File: src/rtl/bus_guard_pkg.sv
package bus_guard_pkg;

  typedef enum logic [1:0] {
    KIND_FETCH = 2'd0,
    KIND_READ  = 2'd1,
    KIND_WRITE = 2'd2,
    KIND_READX = 2'd3
  } bus_kind_e;

  typedef enum logic [2:0] {
    VC_NONE     = 3'd0,
    VC_UNMAPPED = 3'd1,
    VC_WINDOW   = 3'd2,
    VC_FETCH_D  = 3'd3,
    VC_DATA_I   = 3'd4,
    VC_RO_WRITE = 3'd5,
    VC_OPCODE   = 3'd6
  } viol_code_e;

  localparam int NREGION = 4;
  localparam int REG_INSTR  = 0;
  localparam int REG_DATA   = 1;
  localparam int REG_RO     = 2;
  localparam int REG_WINDOW = 3;
  localparam int SEL_W    = 4;
  localparam int SEL_MASK = 8;

  // Lowest set code wins; bit k of pend stands for code k.
  function automatic logic [2:0] pick_code(input logic [7:0] pend);
    logic [2:0] res;
    res = 3'd0;
    for (int k = 7; k >= 1; k--) begin
      if (pend[k]) res = 3'(k);
    end
    return res;
  endfunction

endpackage

File: src/rtl/bus_guard_regs.sv
module bus_guard_regs
  import bus_guard_pkg::*;
#(
  parameter int AW  = 16,
  parameter int OPW = 4
) (
  input  logic                 clk,
  input  logic                 rst_n,
  input  logic                 cfg_mode,
  input  logic                 cfg_we,
  input  logic [SEL_W-1:0]     cfg_sel,
  input  logic [AW-1:0]        cfg_data,
  output logic [NREGION*AW-1:0] bases,
  output logic [NREGION*AW-1:0] limits,
  output logic [(1<<OPW)-1:0]  op_mask
);
  localparam int MW = 1 << OPW;

  logic load_en;
  assign load_en = cfg_mode && cfg_we;

  for (genvar g = 0; g < NREGION; g++) begin : g_region
    localparam logic [SEL_W-1:0] SEL_BASE  = SEL_W'(2 * g);
    localparam logic [SEL_W-1:0] SEL_LIMIT = SEL_W'(2 * g + 1);
    always_ff @(posedge clk or negedge rst_n) begin
      if (!rst_n) begin
        bases[g*AW +: AW]  <= '1;
        limits[g*AW +: AW] <= '0;
      end else if (load_en) begin
        if (cfg_sel == SEL_BASE)  bases[g*AW +: AW]  <= cfg_data;
        if (cfg_sel == SEL_LIMIT) limits[g*AW +: AW] <= cfg_data;
      end
    end
  end

  always_ff @(posedge clk or negedge rst_n) begin
    if (!rst_n) begin
      op_mask <= '0;
    end else if (load_en && cfg_sel == SEL_W'(SEL_MASK)) begin
      op_mask <= MW'(cfg_data);
    end
  end

endmodule

File: src/rtl/bus_guard_classify.sv
module bus_guard_classify
  import bus_guard_pkg::*;
#(
  parameter int AW  = 16,
  parameter int OPW = 4
) (
  input  logic                  active,
  input  logic [1:0]            kind,
  input  logic [AW-1:0]         addr,
  input  logic [OPW-1:0]        opcode,
  input  logic [NREGION*AW-1:0] bases,
  input  logic [NREGION*AW-1:0] limits,
  input  logic [(1<<OPW)-1:0]   op_mask,
  output logic [7:0]            pend,
  output logic                  viol,
  output logic [2:0]            vcode
);

  function automatic logic in_range(input logic [AW-1:0] a,
                                    input logic [AW-1:0] lo,
                                    input logic [AW-1:0] hi);
    return (a >= lo) && (a <= hi);
  endfunction

  logic [NREGION-1:0] hit;
  for (genvar g = 0; g < NREGION; g++) begin : g_hit
    assign hit[g] = in_range(addr, bases[g*AW +: AW], limits[g*AW +: AW]);
  end

  logic is_fetch, is_write, is_data;
  assign is_fetch = (kind == KIND_FETCH);
  assign is_write = (kind == KIND_WRITE);
  assign is_data  = !is_fetch;

  always_comb begin
    pend = 8'd0;
    pend[VC_UNMAPPED] = !(hit[REG_INSTR] || hit[REG_DATA] || hit[REG_RO]);
    pend[VC_WINDOW]   = !hit[REG_WINDOW];
    pend[VC_FETCH_D]  = is_fetch && hit[REG_DATA];
    pend[VC_DATA_I]   = is_data && hit[REG_INSTR];
    pend[VC_RO_WRITE] = is_write && hit[REG_RO];
    pend[VC_OPCODE]   = is_fetch && !op_mask[opcode];
  end

  assign vcode = active ? pick_code(pend) : 3'd0;
  assign viol  = (vcode != 3'd0);

endmodule

File: src/rtl/bus_guard_record.sv
module bus_guard_record #(
  parameter int AW = 16
) (
  input  logic          clk,
  input  logic          rst_n,
  input  logic          viol,
  input  logic [2:0]    vcode,
  input  logic [AW-1:0] vaddr,
  input  logic          clear,
  output logic          flag,
  output logic [2:0]    code,
  output logic [AW-1:0] addr,
  output logic          overflow
);

  always_ff @(posedge clk or negedge rst_n) begin
    if (!rst_n) begin
      flag     <= 1'b0;
      code     <= 3'd0;
      addr     <= '0;
      overflow <= 1'b0;
    end else if (clear) begin
      flag     <= viol;
      code     <= viol ? vcode : 3'd0;
      addr     <= viol ? vaddr : '0;
      overflow <= 1'b0;
    end else if (viol) begin
      if (!flag) begin
        flag <= 1'b1;
        code <= vcode;
        addr <= vaddr;
      end else begin
        overflow <= 1'b1;
      end
    end
  end

endmodule

File: src/rtl/bus_guard.sv
module bus_guard
  import bus_guard_pkg::*;
#(
  parameter int AW  = 16,
  parameter int DW  = 16,
  parameter int OPW = 4
) (
  input  logic          clk,
  input  logic          rst_n,
  input  logic          cfg_mode,
  input  logic          cfg_we,
  input  logic [3:0]    cfg_sel,
  input  logic [AW-1:0] cfg_data,
  input  logic          bus_valid,
  input  logic [1:0]    bus_kind,
  input  logic [AW-1:0] bus_addr,
  input  logic [DW-1:0] bus_data,
  input  logic          err_clear,
  output logic          err_flag,
  output logic [2:0]    err_code,
  output logic [AW-1:0] err_addr,
  output logic          err_overflow
);

  logic [NREGION*AW-1:0] bases_w, limits_w;
  logic [(1<<OPW)-1:0]   mask_w;
  logic [7:0]            pend_w;
  logic                  viol_w;
  logic [2:0]            vcode_w;
  logic                  active_w;
  logic [OPW-1:0]        opcode_w;
  logic                  unused_data_bits;

  assign active_w = bus_valid && !cfg_mode;
  assign opcode_w = bus_data[DW-1 -: OPW];
  assign unused_data_bits = ^bus_data[DW-OPW-1:0];

  bus_guard_regs #(.AW(AW), .OPW(OPW)) regs_i (
    .clk(clk), .rst_n(rst_n), .cfg_mode(cfg_mode), .cfg_we(cfg_we),
    .cfg_sel(cfg_sel), .cfg_data(cfg_data),
    .bases(bases_w), .limits(limits_w), .op_mask(mask_w)
  );

  bus_guard_classify #(.AW(AW), .OPW(OPW)) cls_i (
    .active(active_w), .kind(bus_kind), .addr(bus_addr), .opcode(opcode_w),
    .bases(bases_w), .limits(limits_w), .op_mask(mask_w),
    .pend(pend_w), .viol(viol_w), .vcode(vcode_w)
  );

  bus_guard_record #(.AW(AW)) rec_i (
    .clk(clk), .rst_n(rst_n), .viol(viol_w), .vcode(vcode_w),
    .vaddr(bus_addr), .clear(err_clear),
    .flag(err_flag), .code(err_code), .addr(err_addr), .overflow(err_overflow)
  );

endmodule

File: config.mk
export PLATFORM = sky130hd
export DESIGN_NAME = bus_guard
export DESIGN_NICKNAME = d
export VERILOG_FILES = /design/src/rtl/bus_guard_pkg.sv /design/src/rtl/bus_guard_regs.sv /design/src/rtl/bus_guard_classify.sv /design/src/rtl/bus_guard_record.sv /design/src/rtl/bus_guard.sv
export SDC_FILE = /design/constraint.sdc
export NUM_CORES = 1
export LEC_CHECK = 0
export ABC_AREA = 1
export BUFFER_PORTS_ARGS = -buffer_cell sky130_fd_sc_hd__buf_2
export CORE_ASPECT_RATIO = 1.4
export CORE_MARGIN = 2
export CORE_UTILIZATION = 47
export DETAILED_ROUTE_END_ITERATION = 10
export PLACE_DENSITY = 0.65
export SYNTH_ARGS = -nofsm -noshare
export SYNTH_HDL_FRONTEND = slang
export SYNTH_SLANG_ARGS = --single-unit
File: constraint.sdc
create_clock -name clk -period 5.65 [get_ports clk]
set_input_delay 1.13 -clock clk [delete_from_list [all_inputs] [get_ports clk]]
set_output_delay 1.13 -clock clk [all_outputs]
set_load 0.03 [all_outputs]
== Word-level counts from Yosys, hierarchy flattened ==
Cells that the tools add are included.

* Bits in registers: 165
* Output and inout port bits: 21
* Logic and storage cells: 85

* Mux-type cells: 22
* $lt $le $gt $ge: 9
* Eq/ne operators: 10
* Reductions and logical operators: 31

{| class="wikitable"
|+ Operators with widths
! kind !! number
|-
| $ge 16x16->1 || 4
|-
| $le 16x16->1 || 4
|-
| $mux 16 || 4
|-
| $mux 3 || 11
|-
| $reduce_and 2->1 || 10
|-
| $eq 4x3->1 const B || 4
|-
| $logic_and 1x1->1 || 11
|-
| $eq 4x2->1 const B || 2
|-
| $mux 1 || 6
|-
| $lt 4x5->1 const B || 1
|-
| $bmux 1 s4 || 1
|-
| $eq 4x1->1 const B || 1
|-
| $eq 4x4->1 const B || 1
|-
| $logic_not 4->1 || 1
|-
| $reduce_bool 2->1 || 2
|-
| $logic_not 1->1 || 3
|-
| $reduce_bool 3->1 || 1
|-
| $eq 2x2->1 const B || 1
|-
| $logic_not 2->1 || 1
|-
| $logic_or 1x1->1 || 2
|-
| $ne 2x2->1 const B || 1
|}

== Longest topological paths before layout ==
Gate-level depths: netlist (run 1).

* Depth in word-level cells: 14
* Depth in mapped cells: 22
* Gate-level depth less buffers: 21

== Hierarchy ==
A second synthesis (run 1) with hierarchy kept.

* Cell total of the unflattened synthesis: 1,367
* Area, all modules: 10,561.4 sq um

{| class="wikitable"
|+ Modules (own cells, without submodules)
! module !! cells an instance !! area an instance (sq um) !! seq. area each (sq um) !! instances
|-
| bus_guard_regs || 657 || 5,925.7 || 3,683.5 || 1
|-
| bus_guard_classify || 615 || 3,706.1 || 0.0 || 1
|-
| bus_guard_record || 93 || 919.6 || 525.5 || 1
|-
| bus_guard || 2 || 10.0 || 0.0 || 1
|}

== Worst setup path after synthesis (run 1) ==
OpenSTA, ideal clock, no wires.

* Path kind: in2reg
* Start: in bus_addr[0]
* End: reg rec_i.addr[10]
* Setup slack: 2,776 ps
* Arrival time: 2,757 ps
* Data required time: 5,532 ps
* Stages: 20
* Cells stage by stage: inv_1 > ha_1 > nand2_1 > nand3_1 > nand2_1 > nand2_1 > nand2_1 > nand2_1 > nand2_1 > nand2_1 > nand3_1 > o21ai_0 > nand2_1 > nand2_1 > nand2_1 > nand3_2 > nand2_4 > buf_12 > nand2_1 > nand2_1

* Longest elaborated chain between the ends: 12

{| class="wikitable"
|+ Ends and longest elaborated chain
! element !! RTL line !! text
|-
| from (decl) || bus_guard.sv:16 || <nowiki>input logic [AW-1:0] bus_addr,</nowiki>
|-
| $ge 16x16->1 or $le 16x16->1 (tied branches) || bus_guard_classify.sv:22 || <nowiki>return (a >= lo) && (a <= hi);</nowiki>
|-
| $logic_and 1x1->1 || bus_guard_classify.sv:22 ||
|-
| $logic_and 1x1->1 || bus_guard_classify.sv:41 || <nowiki>pend[VC_RO_WRITE] = is_write && hit[REG_RO];</nowiki>
|-
| $mux 3 (4 in series) || bus_guard_pkg.sv:33 || <nowiki>if (pend[k]) res = 3'(k);</nowiki>
|-
| $mux 3 (*) || bus_guard_pkg.sv:33 ||
|-
| $mux 3 (*) || bus_guard_classify.sv:45 || <nowiki>assign vcode = active ? pick_code(pend) : 3'd0;</nowiki>
|-
| $reduce_bool 3->1 (*) || bus_guard_classify.sv:46 || <nowiki>assign viol = (vcode != 3'd0);</nowiki>
|-
| $mux 16 or $reduce_bool 2->1 (tied branches) || n/a ||
|-
| $mux 16 or $reduce_and 2->1 (tied branches) || n/a ||
|-
| to (signal assigned) || bus_guard_record.sv:25 || <nowiki>addr <= viol ? vaddr : '0;</nowiki>
|-
| to (signal assigned) || bus_guard_record.sv:31 || <nowiki>addr <= vaddr;</nowiki>
|-
| to (decl) || bus_guard_record.sv:12 || <nowiki>output logic [AW-1:0] addr,</nowiki>
|}

Every way passes the cells marked *; elsewhere a longest branch is shown, timed or not.
A chain may end at the register's enable or synchronous reset.

== Final worst setup path (run 1) ==
* Start: in bus_addr[15]
* End: reg rec_i.addr[15]

* Longest elaborated chain between the ends: 12

{| class="wikitable"
|+ Ends and longest elaborated chain
! element !! RTL line
|-
| $ge 16x16->1 or $le 16x16->1 (tied branches) || bus_guard_classify.sv:22
|-
| $logic_and 1x1->1 || bus_guard_classify.sv:22
|-
| $logic_and 1x1->1 || bus_guard_classify.sv:41
|-
| $mux 3 (5 in series) || bus_guard_pkg.sv:33
|-
| $mux 3 || bus_guard_classify.sv:45
|-
| $reduce_bool 3->1 || bus_guard_classify.sv:46
|-
| $mux 16 or $reduce_bool 2->1 (tied branches) || n/a
|-
| $mux 16 or $reduce_and 2->1 (tied branches) || n/a
|}

Several ways; a longest one is shown, not always the timed one. The select of a mux whose other input is x is not followed.

==> impl_metrics.env, run 1 <==
export IMPL_clk_latency_ps=450
export IMPL_start_util_pct=47.6
export IMPL_clk_pin_slew_ps=70
export IMPL_reg2regPathDepth=17
export IMPL_ant_nets=0
export IMPL_vias=7773
export IMPL_ys_ff_latch=165
export IMPL_final_common_cell="nand2_1"
export IMPL_cp_start_kind="input pin"
export IMPL_hold_buffers=0
export IMPL_cts_num_sinks=165
export IMPL_via_per_inst=5.12
export IMPL_syn_avg_cell_area_um2=8.13
export IMPL_placed_cell_area_um2=10200
export IMPL_post_drt_wl_per_cell_um=16.2
export IMPL_ys_top_cells_by_area="dfrtp_1 (26%), dfstp_2 (17%), ha_1 (17%), nand2_1 (12%), o21ai_0 (8.5%)"
export IMPL_core_um2=20300
export IMPL_path_max_fanout=17
export IMPL_irDropWorstVdd_v=0.000214
export IMPL_status="finished, final reports clean"
export IMPL_yosysUniqueCellTypes=31
export IMPL_antenna_found_initial=0
export IMPL_worstHoldPathCells=2
export IMPL_synth_top_area_share_pct=26.1
export IMPL_critPathSlowestCell="ha_1"
export IMPL_gr_total_overflow=0
export IMPL_cts_max_level=4
export IMPL_min_from="rec_i.addr[0]"
export IMPL_fin_area_um2=10800
export IMPL_period_needed_ps=3230
export IMPL_worstPathCellList="buf_2 > ha_1 > nand2_1 > inv_1 > nand3_1 > nor2_1 > nand2_1 > nor2_1 > nor2_1 > a21oi_1 > o21ai_0 > nand2_1 > nand2_1 > nand2_1 > nand2_2 > nand3_1 > nand2_1"
export IMPL_gp_congestion=0.878
export IMPL_syn_instance_count=1189
export IMPL_fillCellCount=2008
export IMPL_grt_pass1_vias=7557
export IMPL_r2r_slack_ps=2810
export IMPL_dpl_cell_count=1485
export IMPL_post_cts_buffers=0
export IMPL_numPortBuffers=68
export IMPL_slew_viol_final=0
export IMPL_antenna_cells=0
export IMPL_grt_max_degree=87
export IMPL_dp_hpwl_um=17400
export IMPL_cts_root_buffer="clkbuf_16"
export IMPL_arrival_ps=3570
export IMPL_grt_pass1_wl_um=39500
export IMPL_rsz0062_at_grt="false"
export IMPL_crit_top_cell="nand2_1"
export IMPL_post_route_util_pct=53.2
export IMPL_relSlewSlack_pct=17.8
export IMPL_finalHoldViolCount=0
export IMPL_synthesis_area_um2=9670
export IMPL_tightest_slew_ps=1230
export IMPL_powerDensity_nw_per_um2=349
export IMPL_drc=0
export IMPL_hold_class="flop to flop"
export IMPL_syn2layout_area_growth_pct=11.8
export IMPL_crit_type="input pin to flop"
export IMPL_cpPeakStageDelay_ps=340
export IMPL_dieHeight_um=174
export IMPL_final_cell_mix="nand2_1 (315), inv_1 (181), o21ai_0 (164)"
export IMPL_cts_resized=0
export IMPL_cp_required_ps=5980
export IMPL_clk_path_buf_depth=2
export IMPL_final_cells=1517
export IMPL_r2r_end="rec_i.addr[15]"
export IMPL_fin_crit_sh_pct=57.2
export IMPL_p_leak_nw=5.47
export IMPL_drt_iter0_markers=574
export IMPL_wirelength_um=24500
export IMPL_drive_gt1_share_pct=13.9
export IMPL_yosys_warnings=0
export IMPL_die_area_um2=21800
export IMPL_cts_tree="done"
export IMPL_hold_end="rec_i.addr[0]"
export IMPL_cts_made_buffers=17
export IMPL_crit_path_end_kind="flop"
export IMPL_finalClockSkew_ps=12.4
export IMPL_die_x_um=125
export IMPL_max_cap_violations=0
export IMPL_num_io_pins=81
export IMPL_syn_nets=1377
export IMPL_fmax_ghz=0.309
export IMPL_grt_usage_pct=23.8
export IMPL_setup_viol=0
export IMPL_finalSetupTns_ps=0
export IMPL_nets=1436
export IMPL_synth_area_leader_cell="dfrtp_1"
export IMPL_yosysSeqAreaShare_pct=43.5
export IMPL_rows=62
export IMPL_r2r_start="regs_i.bases[15]"
export IMPL_drt_pass1_iterations=7
layout make-up:
| cell class | instances | area (um^2) | area share (%) |
|---|---|---|---|
| clock buffer | 19 | 443 | 4.10 |
| clock inverter | 13 | 138 | 1.27 |
| inverter | 183 | 687 | 6.36 |
| multi-input combinational | 809 | 4630 | 42.9 |
| sequential | 165 | 4210 | 38.9 |
| tap | 256 | 320 | 2.96 |
| timing repair buffer | 72 | 377 | 3.48 |
Yosys cell counts (all sizes together):
| cell | count |
|---|---|
| nand3 | 50 |
| a31oi | 1 |
| nand4 | 8 |
| dfstp | 64 |
| inv | 182 |
| nor2 | 56 |
| clkbuf | 29 |
| nor3 | 6 |
| or2 | 1 |
| o21ai | 168 |
| nor4 | 1 |
| a21o | 5 |
| dfrtp | 101 |
| o21bai | 5 |
| ha | 128 |
| o211ai | 2 |
| nand2 | 317 |
| buf | 3 |
| a21oi | 54 |
| o21a | 7 |
| clkinv | 1 |
kinds of logic after synthesis:
kind of cell	synth area share [%]
fa+ha+maj	16.6
compound gates	13.1
simple gates	18.2
buf+inv	8.54
flops	43.5
flip-flops by register name (all words and copies together), names as in the netlist:
register / count
regs_i.limits: 64
regs_i.op_mask: 16
rec_i.flag: 1
rec_i.code: 3
regs_i.bases: 64
rec_i.overflow: 1
rec_i.addr: 16
worst max path at each step:
stage	start	end	slack [ps]	depth (start not counted)
3_3_place_gp	bus_addr[11]	rec_i.overflow	2010	14
2_1_floorplan	bus_addr[0]	rec_i.addr[10]	2780	20
6_report	bus_addr[15]	rec_i.addr[15]	2420	17
4_1_cts	bus_addr[15]	rec_i.addr[15]	2440	17
3_5_place_dp	bus_addr[15]	rec_i.addr[15]	1980	17
5_1_grt	bus_addr[11]	rec_i.addr[9]	2080	14
layer usage:
layer / up-vias / part of all wire (%) / global-route usage (%) / wire length (um)
met5: - / 0 / 0 / 0
met4: 0 / 4.4 / 11.3 / 1090
met3: 43 / 4.3 / 3.58 / 1040
met2: 165 / 49 / 41.3 / 12000
met1: 3614 / 43 / 29.0 / 10400
li1: 3951 / - / - / -
where the power goes:
group / internal [W] / switching [W] / leakage [nW]
combinational: 0.000373 / 0.000653 / 3.21
sequential: 0.00147 / 0.000114 / 1.98
clock: 0.000634 / 0.000526 / 0.280
metrics by stage:
step | total power (W) | setup WS, ps | hold WS [ps]
5_1_grt | 0.00405 | 2080 | 490
2_1_floorplan | 0.00232 | 2780 | 445
6_report | 0.00377 | 2420 | 466
3_3_place_gp | 0.00260 | 2010 | 448
4_1_cts | 0.00380 | 2440 | 471
3_5_place_dp | 0.00264 | 1980 | 453
critical path: cells and delay by family:
kind | cells | cell delay (ps)
AND/OR/NAND/NOR | 12 | 1530
adder cells (fa/ha/maj) | 1 | 340
AO/OA/AOI/OAI | 2 | 280
buffers and inverters | 2 | 280
Power figures use the tool's default switching activity.
==> run 2: changes to the inputs <==
- ABC_AREA: 1 -> 0
- PLACE_DENSITY: 0.65 -> 0.68
- clock period: 5.65 -> 2.8 ns (I/O delays scaled with it)
==> run 2 against run 1 <==
  * Die area decreased by 0.43%
  * Clock-buffer cell count decreased by 1
  * Critical path type is now flop to flop
  * The run now ends with negative setup slack left
  * Design area increased by 8.3%
  * Combinational power increased by 130%
  * Clock power increased by 110%
  * Utilization increased by 5.3 points
  * Largest power group unchanged
  * First-iteration DRC count decreased by 37%
  * Final cell count decreased by 12%
  * Global-route usage decreased by 0.36 points
==> impl_metrics.env, run 2 <==
export IMPL_status="finished with violations"
export IMPL_violations="negative setup slack"
export IMPL_syn_nets=1099
export IMPL_path_max_fanout=18
export IMPL_cts_max_level=4
export IMPL_fillCellCount=1689
export IMPL_die_x_um=125
export IMPL_numPortBuffers=68
export IMPL_reg2regPathDepth=12
export IMPL_crit_path_end_kind="flop"
export IMPL_drt_iter0_markers=360
export IMPL_fmax_ghz=0.320
export IMPL_path_buf_inv=3
export IMPL_synth_ff_type="dfrtp_1"
export IMPL_setup_viol=21
export IMPL_final_common_cell="inv_1"
export IMPL_irDropWorstVdd_v=0.000474
export IMPL_cpPeakStageDelay_ps=530
export IMPL_grt_pass1_vias=7691
export IMPL_cts_num_sinks=165
export IMPL_yosys_warnings=0
export IMPL_final_cell_mix="inv_1 (126), ha_1 (123), dfrtp_1 (101)"
export IMPL_syn_avg_cell_area_um2=10.6
export IMPL_drt_pass1_iterations=5
export IMPL_antenna_found_initial=1
export IMPL_num_io_pins=81
export IMPL_yosysSeqAreaShare_pct=43.7
export IMPL_multiInputGateArea_um2=4890
export IMPL_wirelength_um=24400
export IMPL_fin_crit_sh_pct=112
export IMPL_finalHoldViolCount=0
export IMPL_period_needed_ps=3120
export IMPL_fin_ws_ps=-324
export IMPL_synth_top_area_share_pct=26.3
export IMPL_cts_root_buffer="clkbuf_16"
export IMPL_cp_start_kind="flop"
export IMPL_die_area_um2=21700
export IMPL_nets=1257
export IMPL_hold_class="input pin to asynchronous set/reset pin"
export IMPL_finalSetupTns_ps=-6260
export IMPL_cts_tree="done"
export IMPL_r2r_start="regs_i.bases[31]"
export IMPL_drc=0
export IMPL_rsz0062_at_grt="true"
export IMPL_dieHeight_um=173
export IMPL_critPathSlowestCell="dfstp_2"
export IMPL_r2r_end="rec_i.addr[8]"
export IMPL_async_flop_share_pct=100
export IMPL_cp_required_ps=3170
export IMPL_max_cap_violations=0
export IMPL_ys_top_cells_by_area="dfrtp_1 (26%), dfstp_2 (17%), ha_1 (17%), mux2_2 (9.9%), inv_1 (5.0%)"
export IMPL_yosysMostFrequentCell="inv_1"
export IMPL_drive_gt1_share_pct=36.3
export IMPL_ant_nets=0
export IMPL_post_drt_wl_per_cell_um=18.3
export IMPL_start_util_pct=48.1
export IMPL_clk_latency_ps=440
export IMPL_gp_congestion=0.866
export IMPL_gr_total_overflow=0
export IMPL_synthesis_area_um2=9630
export IMPL_hold_buffers=0
export IMPL_dp_hpwl_um=18100
export IMPL_post_route_util_pct=58.5
export IMPL_ys_ff_latch=165
export IMPL_vias=7267
export IMPL_syn2layout_area_growth_pct=21.5
export IMPL_crit_type="flop to flop"
export IMPL_p_leak_nw=5.65
export IMPL_finalClockSkew_ps=11.8
export IMPL_yosysUniqueCellTypes=55
export IMPL_powerDensity_nw_per_um2=680
export IMPL_synth_area_leader_cell="dfrtp_1"
export IMPL_regArea_um2=4210
export IMPL_relSlewSlack_pct=49.9
export IMPL_grt_max_degree=67
export IMPL_synth_edf_count=0
export IMPL_arrival_ps=3500
export IMPL_path_delay_family="simple AND/OR/NAND/NOR gates"
export IMPL_clk_pin_slew_ps=70
export IMPL_r2r_slack_ps=-320
export IMPL_via_per_inst=5.44
export IMPL_clk_path_buf_depth=2
export IMPL_rows=61
export IMPL_core_um2=20000
export IMPL_crit_start="regs_i.bases[31]"
export IMPL_reg_top3="regs_i.bases x64, regs_i.limits x64"
export IMPL_grt_pass1_wl_um=39500
export IMPL_worstPathCellList="inv_1 > ha_1 > nand4_1 > nor3_1 > buf_4 > a32oi_1 > and3_1 > or3_1 > a311o_2 > o31ai_4 > buf_12 > a22o_1"
export IMPL_grt_usage_pct=23.4
export IMPL_cts_made_buffers=17
export IMPL_slew_viol_final=0
export IMPL_syn_instance_count=911
export IMPL_synthTopCellsByCount="inv_1 (129), ha_1 (128), dfrtp_1 (101)"
export IMPL_tightest_slew_ps=752
-- run 2: how the worst max path moves through the flow --
stage / end / cells past startpoint
2_1_floorplan: rec_i.addr[10] / 11
3_3_place_gp: rec_i.addr[14] / 10
3_5_place_dp: rec_i.addr[1] / 10
4_1_cts: rec_i.addr[8] / 11
5_1_grt: rec_i.addr[8] / 11
6_report: rec_i.addr[8] / 12
-- run 2: stage by stage --
stage | hold WS [ps] | instance area, um^2 | setup WS [ps] | std cells | total power (W)
after CTS | 48.9 | 11700 | -328 | 1334 | 0.00801
after floorplan | 264 | 9670 | -205 | 911 | 0.00462
after global placement | 482 | 11000 | -605 | 1298 | 0.00544
after global routing | 58.1 | 11700 | -424 | 1335 | 0.00846
final | 43.7 | 11700 | -324 | 1335 | 0.00796
after detailed placement | 487 | 11000 | -651 | 1298 | 0.00554
-- run 2: logic make-up after synthesis --
logic type / after synthesis / share of synthesized area (%)
adder cells (fa/ha/maj): 128 / 16.6
AND/OR/NAND/NOR: 180 / 9.25
buffers and inverters: 164 / 7.07
flip-flops: 165 / 43.7
multiplexers: 90 / 11.0
AO/OA/AOI/OAI: 184 / 12.3
-- run 2: power breakdown --
| part | switching [W] | total, W | internal, W |
|---|---|---|---|
| registers | 0.000193 | 0.00319 | 0.00299 |
| clock network | 0.00104 | 0.00238 | 0.00134 |
| logic | 0.00124 | 0.00239 | 0.00114 |
| total | 0.00248 | 0.00796 | 0.00548 |
-- run 2: timing repair --
action | 4_1_cts | 5_1_grt
endpoints found under the hold margin | 0 | 0
pin swaps | 5 | 3
gates resized for setup | 14 | 2
endpoints found under the setup margin | 21 | 21
buffers inserted | 4 | 0
gates cloned | 0 | 0
-- run 2: final cells by class --
cell class,count,share of cell area (%)
Multi-Input combinational cell,582,41.8
Sequential cell,165,36.0
Timing Repair Buffer,174,10.3
Inverter,129,4.14
Clock buffer,18,3.67
Tap cell,252,2.69
Clock inverter,14,1.39
Antenna cell,1,0.0214
-- run 2: metal layers --
metal	GRT usage [%]	vias up	part of all wire, %
met5	0	-	0
met4	10.4	0	3.9
met3	4.78	52	3.9
met2	42.4	157	52
met1	26.6	3529	40
li1	-	3529	-
-- run 2: worst register-to-register path: stages (launching register included) --
cell and delay, ps:
dfstp_2 530, inv_1 40, ha_1 300, nand4_1 130
nor3_1 210, buf_4 160, a32oi_1 90, and3_1 250
or3_1 340, a311o_2 460, o31ai_4 220, buf_12 180
a22o_1 150
==> run 3: changes to the inputs <==
- PLACE_DENSITY: 0.68 -> 0.65
- clock period: 2.8 -> 3.7 ns (I/O delays scaled with it)
==> run 3 against run 2 <==
  * Sequential power is 24% lower
  * Clock skew is 4.9 ps lower
  * Utilization is 2.1 points lower
  * Die area stayed put
  * Critical path depth is 1 higher
  * The run now ends clean
  * Wire length is 1.1% lower
  * Hold slack better by 310 ps
  * Via count is 2.9% lower
  * Total power is 25% lower
  * Register-to-register slack better by 690 ps
  * Setup slack better by 630 ps
  * Combinational power is 33% lower
==> impl_metrics.env, run 3 (same netlist as run 2, synthesis figures left out) <==
export IMPL_slew_viol_final=0
export IMPL_status="finished, final reports clean"
export IMPL_drt_iter0_markers=452
export IMPL_grt_max_degree=79
export IMPL_clk_path_buf_depth=2
export IMPL_cp_required_ps=4070
export IMPL_highest_layer="met4"
export IMPL_post_drt_wl_per_cell_um=18.7
export IMPL_rows=61
export IMPL_path_max_fanout=18
export IMPL_regArea_um2=4210
export IMPL_holdWs_ps=349
export IMPL_core_um2=20000
export IMPL_die_x_um=125
export IMPL_clk_pin_slew_ps=60
export IMPL_cts_resized=0
export IMPL_crit_path_end_kind="flop"
export IMPL_antenna_found_initial=0
export IMPL_num_io_pins=81
export IMPL_p_leak_nw=5.43
export IMPL_syn2layout_area_growth_pct=17.1
export IMPL_final_cell_mix="inv_1 (129), ha_1 (128), dfrtp_1 (101)"
export IMPL_relSlewSlack_pct=44.4
export IMPL_tightest_slew_ps=832
export IMPL_hold_buffers=0
export IMPL_cts_max_level=4
export IMPL_cts_made_buffers=17
export IMPL_gr_total_overflow=0
export IMPL_arrival_ps=3760
export IMPL_finalClockSkew_ps=6.89
export IMPL_r2r_slack_ps=370
export IMPL_setup_viol=0
export IMPL_gp_congestion=0.862
export IMPL_max_cap_violations=0
export IMPL_drt_pass1_iterations=5
export IMPL_intPower_w=0.00415
export IMPL_grt_usage_pct=23.3
export IMPL_vias=7057
export IMPL_p_comb_share_pct=27.1
export IMPL_cp_start_kind="input pin"
export IMPL_cts_num_sinks=165
export IMPL_finalSetupTns_ps=0
export IMPL_reg2regPathDepth=13
export IMPL_reg_top3="regs_i.bases x64, regs_i.limits x64"
export IMPL_cts_root_buffer="clkbuf_16"
export IMPL_multiInputGateArea_um2=4760
export IMPL_place_ws_ps=-68.4
export IMPL_irDropWorstVdd_v=0.000350
export IMPL_rsz0062_at_grt="false"
export IMPL_antenna_cells=0
export IMPL_wl_met1_um=9950
export IMPL_final_common_cell="inv_1"
export IMPL_drc=0
export IMPL_numPortBuffers=68
export IMPL_fin_ws_ps=309
export IMPL_dp_hpwl_um=17800
export IMPL_wirelength_um=24200
export IMPL_wl_met3_um=1050
export IMPL_wl_met2_um=12400
export IMPL_drive_gt1_share_pct=32.2
export IMPL_crit_type="input pin to flop"
export IMPL_die_area_um2=21700
export IMPL_start_util_pct=48.1
export IMPL_pwr_share_seq_pct=40.5
export IMPL_cts_tree="done"
export IMPL_dieHeight_um=173
export IMPL_r2r_start="regs_i.bases[23]"
export IMPL_grt_pass1_wl_um=38700
export IMPL_finalHoldViolCount=0
export IMPL_post_cts_buffers=0
export IMPL_ant_nets=0
export IMPL_grt_pass1_vias=7159
export IMPL_switching_share_pct=30.1
export IMPL_fmax_ghz=0.295
export IMPL_period_needed_ps=3390
export IMPL_clk_latency_ps=440
export IMPL_p_sw_w=0.00179
export IMPL_nets=1213
export IMPL_fin_crit_sh_pct=91.6
export IMPL_fillCellCount=1767
export IMPL_via_per_inst=5.47
export IMPL_powerDensity_nw_per_um2=527
export IMPL_crit_start="bus_addr[14]"
export IMPL_hold_class="input pin to asynchronous set/reset pin"
export IMPL_clkPwrFrac_pct=32.3
-- run 3: path summary, 6_finish.rpt --
path	to
worst max-delay path	rec_i.addr[9]
worst min-delay path	regs_i.op_mask[0]
worst max register to register	rec_i.addr[9]
worst min register to register	rec_i.overflow
max in group asynchronous	regs_i.bases[43]
min in group clk	rec_i.overflow
-- run 3: worst max-delay path: stages --
cell     delay (ps)
buf_2           190
buf_4           170
ha_1            310
nand4_1         100
nor3_1          350
a32oi_1         170
and3_1          280
or3_1           350
a311o_2         390
buf_4           150
o31ai_4         220
buf_12          190
a22o_1          150
-- run 3: cell type report --
cell class | count | share of cell area, %
multi-input combinational | 582 | 42.2
sequential | 165 | 37.3
timing repair buffer | 130 | 7.76
inverter | 129 | 4.29
clock buffer | 18 | 3.89
tap | 252 | 2.80
clock inverter | 14 | 1.76
-- run 3: stage by stage --
step                instances  total power (W)  area [um^2]  util (%)
finish                   1290          0.00594        11300      56.4
global placement         1258          0.00398        10600      53.2
detailed placement       1258          0.00405        10600      53.2
floorplan                 911          0.00348         9630         -
CTS                      1290          0.00600        11300      56.4
global route             1290          0.00633        11300      56.4
-- run 3: power by group through the flow --
| stage | Clock, W | Combinational [W] | Sequential (W) |
|---|---|---|---|
| after floorplan | 0 | 0.00103 | 0.00245 |
| after global placement | 0 | 0.00155 | 0.00242 |
| after detailed placement | 0 | 0.00161 | 0.00244 |
| after CTS | 0.00197 | 0.00162 | 0.00241 |
| after global routing | 0.00204 | 0.00183 | 0.00245 |
| final | 0.00192 | 0.00161 | 0.00241 |
-- run 3: per-layer routing --
metal,vias to the layer above,global-route usage (%)
met5,-,0
met4,0,9.63
met3,36,4.29
met2,158,41.1
met1,3427,28.1
li1,3436,-
